[config.mk]
export PLATFORM = sky130hd
export DESIGN_NAME = rx_strobe_gen
export DESIGN_NICKNAME = d
export VERILOG_FILES = /design/src/rtl/rx_strobe_pkg.sv /design/src/rtl/rx_frame_ctrl.sv /design/src/rtl/rx_strobe_path.sv /design/src/rtl/rx_strobe_gen.sv
export SDC_FILE = /design/constraint.sdc
export NUM_CORES = 1
export LEC_CHECK = 0
export CAP_MARGIN = 20
export CORE_MARGIN = 3
export CORE_UTILIZATION = 36
export CTS_BUF_LIST = sky130_fd_sc_hd__clkbuf_4
export DETAILED_ROUTE_END_ITERATION = 12
export PLACE_DENSITY_LB_ADDON = 0.08
export SETUP_SLACK_MARGIN = 0.15
export SYNTH_ARGS = -nofsm -noshare
export SYNTH_HDL_FRONTEND = slang
export SYNTH_HIERARCHICAL = 1
export SYNTH_SLANG_ARGS = --single-unit
[constraint.sdc]
create_clock -name clk -period 2.3 [get_ports clk]
set_clock_uncertainty 0.15 [all_clocks]
set_input_delay 0.23 -clock clk [delete_from_list [all_inputs] [get_ports clk]]
set_output_delay 0.23 -clock clk [all_outputs]
set_load 0.01 [all_outputs]
[src/rtl/rx_strobe_pkg.sv]
package rx_strobe_pkg;

  localparam int CNT_W = 4;

  typedef enum logic [1:0] {
    MODE_P8  = 2'd0,
    MODE_P9  = 2'd1,
    MODE_P10 = 2'd2,
    MODE_RSV = 2'd3
  } payloadModeT;

  localparam int LEN_P8  = 10;
  localparam int LEN_P9  = 11;
  localparam int LEN_P10 = 12;
  localparam int WID_NARROW = 4;
  localparam int WID_WIDE   = 5;

  function automatic int frameBits(payloadModeT m);
    case (m)
      MODE_P9:  return LEN_P9;
      MODE_P10: return LEN_P10;
      default:  return LEN_P8;
    endcase
  endfunction

  function automatic int pulseBits(payloadModeT m);
    case (m)
      MODE_P9, MODE_P10: return WID_WIDE;
      default:           return WID_NARROW;
    endcase
  endfunction

  // Strobes handed from the frame control to the strobe datapath
  typedef struct packed {
    logic             head;     // current frame position is 0
    logic             winNext;  // next position lies inside the nominal window
    logic             preNext;  // next position lies before the rise offset
    logic [CNT_W-1:0] capLen;   // maximum high time of one pulse
  } frameCtrlT;

endpackage

[src/rtl/rx_frame_ctrl.sv]
module rx_frame_ctrl
  import rx_strobe_pkg::*;
#(
  parameter int RISE_OFS    = 2,
  parameter int STRETCH_MAX = 5
) (
  input  logic      clk,
  input  logic      rst,
  input  logic [1:0] payloadMode,
  input  logic      resync,
  output frameCtrlT ctrl
);

  localparam logic [CNT_W-1:0] RISE = CNT_W'(RISE_OFS);
  localparam logic [CNT_W-1:0] SLACK = CNT_W'(STRETCH_MAX);

  logic [CNT_W-1:0] pos, nextPos, lenReg, widReg;

  always_comb begin
    if (resync)                          nextPos = '0;
    else if (pos == lenReg - CNT_W'(1))  nextPos = '0;
    else                                 nextPos = pos + CNT_W'(1);
  end

  always_ff @(posedge clk) begin
    if (rst) begin
      pos    <= '0;
      lenReg <= CNT_W'(LEN_P8);
      widReg <= CNT_W'(WID_NARROW);
    end else begin
      pos <= nextPos;
      if (pos == '0) begin
        lenReg <= CNT_W'(frameBits(payloadModeT'(payloadMode)));
        widReg <= CNT_W'(pulseBits(payloadModeT'(payloadMode)));
      end
    end
  end

  always_comb begin
    ctrl.head    = (pos == '0);
    ctrl.winNext = (nextPos >= RISE) && (nextPos < RISE + widReg);
    ctrl.preNext = (nextPos < RISE);
    ctrl.capLen  = widReg + SLACK;
  end

  // position stays inside the latched frame and wraps at its end
  assert_pos_in_frame_R1: assert property (@(posedge clk) disable iff (rst)
    pos < lenReg);
  assert_wrap_R1: assert property (@(posedge clk) disable iff (rst)
    (pos == lenReg - CNT_W'(1) && !resync) |=> (pos == '0));
  // resync realigns the frame on the next clock
  assert_resync_realign_R5: assert property (@(posedge clk) disable iff (rst)
    resync |=> (pos == '0));
  // frame length changes only after a state-0 cycle
  assert_len_hold_R8: assert property (@(posedge clk) disable iff (rst)
    ($past(pos) != '0) |-> $stable(lenReg));

endmodule

[src/rtl/rx_strobe_path.sv]
module rx_strobe_path
  import rx_strobe_pkg::*;
(
  input  logic      clk,
  input  logic      rst,
  input  logic      cmdNotData,
  input  frameCtrlT ctrl,
  output logic      cmdStrobe,
  output logic      dataStrobe
);

  logic strbQ, kindQ, cutQ;
  logic [CNT_W-1:0] hiRun;
  logic want, limitHit, cutD, strbD;
  logic [CNT_W-1:0] hiRunD;

  always_comb begin
    want     = ctrl.winNext || (strbQ && ctrl.preNext);
    limitHit = strbQ && (hiRun >= ctrl.capLen);
    cutD     = want && (cutQ || limitHit);
    strbD    = want && !cutD;
    if (!strbD)     hiRunD = '0;
    else if (strbQ) hiRunD = hiRun + CNT_W'(1);
    else            hiRunD = CNT_W'(1);
  end

  always_ff @(posedge clk) begin
    if (rst) begin
      strbQ <= 1'b0;
      cutQ  <= 1'b0;
      hiRun <= '0;
      kindQ <= 1'b0;
    end else begin
      strbQ <= strbD;
      cutQ  <= cutD;
      hiRun <= hiRunD;
      if (ctrl.head && !strbQ) kindQ <= cmdNotData;
    end
  end

  assign cmdStrobe  = strbQ & kindQ;
  assign dataStrobe = strbQ & ~kindQ;

  // a pulse never hops between the outputs
  assert_cmd_no_hop_R4: assert property (@(posedge clk) disable iff (rst)
    cmdStrobe |=> !dataStrobe);
  assert_data_no_hop_R4: assert property (@(posedge clk) disable iff (rst)
    dataStrobe |=> !cmdStrobe);
  // high time bounded, and a cut pulse stays low
  assert_run_capped_R7: assert property (@(posedge clk) disable iff (rst)
    strbQ |-> (hiRun <= ctrl.capLen));
  assert_cut_low_R7: assert property (@(posedge clk) disable iff (rst)
    cutQ |-> !strbQ);

endmodule

[src/rtl/rx_strobe_gen.sv]
module rx_strobe_gen
  import rx_strobe_pkg::*;
#(
  parameter int RISE_OFS    = 2,
  parameter int STRETCH_MAX = 5
) (
  input  logic       clk,
  input  logic       rst,
  input  logic [1:0] payloadMode,
  input  logic       cmdNotData,
  input  logic       resync,
  output logic       cmdStrobe,
  output logic       dataStrobe
);

  frameCtrlT ctrl;

  rx_frame_ctrl #(
    .RISE_OFS   (RISE_OFS),
    .STRETCH_MAX(STRETCH_MAX)
  ) u_ctrl (
    .clk        (clk),
    .rst        (rst),
    .payloadMode(payloadMode),
    .resync     (resync),
    .ctrl       (ctrl)
  );

  rx_strobe_path u_path (
    .clk       (clk),
    .rst       (rst),
    .cmdNotData(cmdNotData),
    .ctrl      (ctrl),
    .cmdStrobe (cmdStrobe),
    .dataStrobe(dataStrobe)
  );

  // reset drives both strobes low
  assert_reset_quiet_R9: assert property (@(posedge clk)
    rst |=> (!cmdStrobe && !dataStrobe));

endmodule

# Yosys cells after proc, flatten, opt, wreduce, memory -nomap -nowiden
# Index checks and enable logic that the tools add are counted.
[word_totals] output_inout_bits=2 register_bits=19 input_bits=6 elab_cells=44
[op_classes] order_cmp=4 n_eq_ne=3 n_reduce_logical=14 add_sub_neg=5 n_bitwise=5 muxes=5
[ops] cell="4-bit by 1-bit adder with 4-bit output, second input constant" n=2
[ops] cell="4-bit two-way mux" n=2
[ops] cell="1-bit logical AND" n=6
[ops] cell="3-bit one-hot mux with 2 select lines" n=1
[ops] cell="2-bit by 4-bit adder with 4-bit output, first input constant" n=1
[ops] cell="4-bit by 3-bit adder with 4-bit output, second input constant" n=1
[ops] cell="4-bit == test" n=1
[ops] cell="4-bit by 2-bit greater-or-equal comparator with 1-bit output, second input constant" n=1
[ops] cell="4-bit greater-or-equal comparator" n=1
[ops] cell="4-bit zero test" n=1
[ops] cell="4-bit by 2-bit less-than comparator with 1-bit output, second input constant" n=1
[ops] cell="4-bit less-than comparator" n=1
[ops] cell="2-bit OR reduction" n=2
[ops] cell="4-bit by 1-bit subtractor with 4-bit output, second input constant" n=1
[ops] cell="1-bit NOT" n=3
[ops] cell="3-bit OR reduction" n=1
[ops] cell="1-bit bitwise AND" n=2
[ops] cell="2-bit by 1-bit == test with 1-bit output, second input constant" n=1
[ops] cell="2-bit == test, second input constant" n=1
[ops] cell="1-bit zero test" n=2
[ops] cell="1-bit logical OR" n=2
[ops] cell="1-bit two-way mux" n=2

# Logic depth before layout (Yosys ltp)
[logic_depth] word_depth=12 depth_mapped=10 ltp_nobuf=10

# Modules after synthesis
# The synthesis kept the hierarchy.
[by_module_without_submodules] mod="rx_frame_ctrl" cells_per_inst=57 seq_area_each_um2=160.2 area_each_um2=506.7 n_inst=1
[by_module_without_submodules] mod="rx_strobe_path" cells_per_inst=43 seq_area_each_um2=140.1 area_each_um2=400.4 n_inst=1

# Worst setup path after synthesis
# Ideal clock, no wire load.
[synth_timing] kind="flip-flop to flip-flop" from="register u_ctrl.lenReg[0]" to="register u_path.hiRun[0]" period_less_slack_ps=2201 required_ps=2080 path_slack_ps=99 stages_incl_launch_ff=10 arrival_time_ps=1981 n_path_buf=0 cell_sequence="dfxtp_1 -> inv_1 -> ha_1 -> xor2_1 -> a211o_1 -> a211oi_4 -> a211o_1 -> a21oi_1 -> or3_1 -> a21oi_1"
[synth_rtl] element="from (decl)" line_no="rx_frame_ctrl.sv:17" source="logic [CNT_W-1:0] pos, nextPos, lenReg, widReg;"
[synth_rtl] element="from (signal assigned)" line_no="rx_frame_ctrl.sv:28" source="lenReg <= CNT_W'(LEN_P8);"
[synth_rtl] element="from (signal assigned)" line_no="rx_frame_ctrl.sv:33" source="lenReg <= CNT_W'(frameBits(payloadModeT'(payloadMode)));"
[synth_rtl] element="to (signal assigned)" line_no="rx_strobe_path.sv:36" source="hiRun <= hiRunD;"
[synth_rtl] element="to (decl)" line_no="rx_strobe_path.sv:13" source="logic [CNT_W-1:0] hiRun;"

==> out/results.ini <==
[run_status]
outcome = finished, final reports clean

[die]
die-area_um2 = 3160
core_area_um2 = 2300
start_util = 0.395
row_count = 17
die_x_um = 56.2
die_height_um = 56.2
pin_count = 8

[drt]
wl_per_cell_um = 11.7
drc = 0
first_iter_violations = 0
ant_nets = 0
drt-vias-per-instance = 4.76
wirelength_um = 1630
drtPass1Iterations = 1
vias = 662

[global_route]
grt_max_degree = 13
grt_pass1_wl_um = 2840
grt_usage = 0.116
antenna_found_initial = 0
globalRoute.totalOverflow = 0
grt_pass1_vias = 630

[finish]
final_nets = 129
nFillCells = 231
drive_above_1_share = 0.162
antennaDiodeCount = 0
area_delta_synth_final_pct = 17.0
seqCellArea_um2 = 303
multi_input_area_um2 = 556
final_cell_mix = nor2_1 (13), dfxtp_1 (13), inv_1 (10), ha_1 (10), clkdlybuf4s50_1 (7)
final_util = 0.462

[cts]
clkTransAtPathRegs_ns = 0.09
cts_inserted_buffers = 3
cts_root_buffer = clkbuf_4
clock_latency_ns = 0.28
cts_tree = done
cts_hold_buf = 0
cts_sinks = 15
h-tree-depth = 1
max-clock-path-buffers = 2

[logic_synthesis]
synth.area.top_cells = dfxtp_1 (33%), ha_1 (15%), nor2_1 (5.4%)
synth_area_per_cell_um2 = 9.07
syn_inst = 100
synth_area_um2 = 907
syn_nets = 117
yosysTopAreaCellShare = 0.331
synth_seq_area_share = 0.331
yosys_warnings = 6
yosys.area.top_type = dfxtp_1
ys_types = 30
ys_seq_elements = 15

[sta]
tightest_slew_ns = 0.560
fmax_mhz = 453
fin_crit_sh = 0.960
hold_viol = 0
setup_violations = 0
period_needed_ns = 2.21
final-max-slew-violation-count = 0
rsz0062_at_grt = yes
slew_headroom = 0.625
worst_slack_ns = 0.0910

[setup_path]
crit_path_start_kind = flop
cp-end-kind = flop
crit_arrival_ns = 2.28
r2r_slack_ns = 0.09
path_max_fanout = 3
reg2reg_depth = 7
timing.rr.end = u_path/hiRun[0]
startpoint = u_ctrl/lenReg[0]
timing.critical_path.to = u_path/hiRun[0]
critPathSlowestCell = or3_1
path_cells = or3_1, a211o_1, a211oi_4, a211o_1, a21oi_1, or3_1, a21oi_2
worstPathRequired_ns = 2.37
path_class = flop to flop
cp_slowest_stage_delay_ns = 0.37
timing.rr.start = u_ctrl/lenReg[0]

[placement]
portBuffers = 7
gp_congestion = 0.738
hpwl_um = 1200
pre_cts_ws_ns = 0.0985

[power_and_ir_drop]
p_leak_nw = 0.454
powerDensity_nw_per_um2 = 523
vdd_ir_drop_max_mv = 0.394

[hold_path]
min-delay-start = u_path/cutQ
holdCritPathClass = flop to flop

[run]
drv_cap = 0

## through the flow
| stage | power, W | hold slack (ns) | cell area [µm²] | TNS (ns) | std cells |
|---|---|---|---|---|---|
| detailed placement | 0.000394 | 0.332 | 1010 | 0 | 134 |
| CTS | 0.000568 | 0.355 | 1060 | 0 | 139 |
| global placement | 0.000393 | 0.341 | 1010 | 0 | 134 |
| floorplan | 0.000367 | 0.152 | 908 | 0 | 100 |
| global route | 0.000591 | 0.380 | 1060 | -0.0526 | 139 |
| finish | 0.000555 | 0.350 | 1060 | 0 | 139 |
## cells by family (layout without fill, tap and decap cells)
family / count (synthesis) / after routing / synth area share
and+or+nand+nor: 33 / 33 / 0.203
AOI/OAI and AO/OA: 15 / 15 / 0.146
DFF: 15 / 15 / 0.331
buffers and inverters: 15 / 26 / 0.0703
adders and majority gates: 11 / 11 / 0.152
xor gates and xnor gates: 7 / 7 / 0.0676
other: 2 / 2 / 0.00828
muxes: 2 / 2 / 0.0221
## sequential cells by signal (all words and copies together) (netlist names)
| register | count |
|---|---|
| u_ctrl/widReg | 1 |
| u_path/kindQ | 1 |
| u_ctrl/lenReg | 3 |
| u_ctrl/pos | 4 |
| u_path/strbQ | 1 |
| u_path/cutQ | 1 |
| u_path/hiRun | 4 |
## worst min-delay path by stage
stage / endpoint / slack (ns) / cells past startpoint
floorplan: u_path/kindQ / 0.15 / 1
global placement: u_path/cutQ / 0.34 / 1
detailed placement: u_path/cutQ / 0.33 / 1
CTS: u_path/cutQ / 0.36 / 1
global route: u_path/cutQ / 0.38 / 1
finish: u_path/cutQ / 0.35 / 1
## report_power, final
part           total (W)  switching, W  internal, W
registers       0.000282     0.0000107     0.000271
clock network   0.000162     0.0000833    0.0000792
logic           0.000111     0.0000533    0.0000578
## critical path, delay by kind of cell (launching register included)
family	cells	cell delay (ns)
compound gates	5	0.93
flops	1	0.34
simple gates	2	0.73
## metal layers
| metal | vias to the layer above | GRT usage | wire (µm) |
|---|---|---|---|
| li1 | 356 | - | - |
| met1 | 297 | 0.131 | 769 |
| met2 | 4 | 0.195 | 794 |
| met3 | 5 | 0.0487 | 48 |
| met4 | 0 | 0.0407 | 20 |
| met5 | - | 0 | 0 |
## cell usage after synthesis
| cell type | instances |
|---|---|
| a2111oi_4 | 1 |
| mux2i_1 | 2 |
| xnor2_1 | 3 |
| nand2b_4 | 1 |
| nor4_1 | 3 |
| o21a_1 | 2 |
| nand3_1 | 3 |
| a211o_1 | 2 |
| dfxtp_1 | 15 |
| o21ai_0 | 3 |
| buf_4 | 2 |
| or3_1 | 2 |
| nor3b_2 | 1 |
| nor3_1 | 1 |
| a21oi_1 | 3 |
| a211oi_4 | 1 |
| and2_1 | 1 |
| nand2b_1 | 1 |
| nor4b_1 | 2 |
| nor2b_1 | 2 |
| nand2_1 | 2 |
| inv_1 | 12 |
| a211oi_1 | 1 |
| ha_1 | 11 |
| xor2_1 | 4 |
| conb_1 | 2 |
| o211ai_1 | 2 |
| nor2_1 | 13 |
| buf_1 | 1 |
| nor3b_1 | 1 |
## what timing repair did
item / 4_1_cts / 5_1_grt
buffers inserted: 1 / 0
resized for setup: 5 / 1
hold endpoints to repair: 0 / 0
pin swaps: 5 / 7
setup endpoints to repair: 5 / 5
## layout make-up
type | instances | area share
repair buffers | 10 | 0.0873
flip-flops and latches | 15 | 0.285
multi-input cells | 70 | 0.524
well taps | 28 | 0.0330
clock buffers | 4 | 0.0283
inverters | 12 | 0.0425
(Power assumes the default switching activity.)
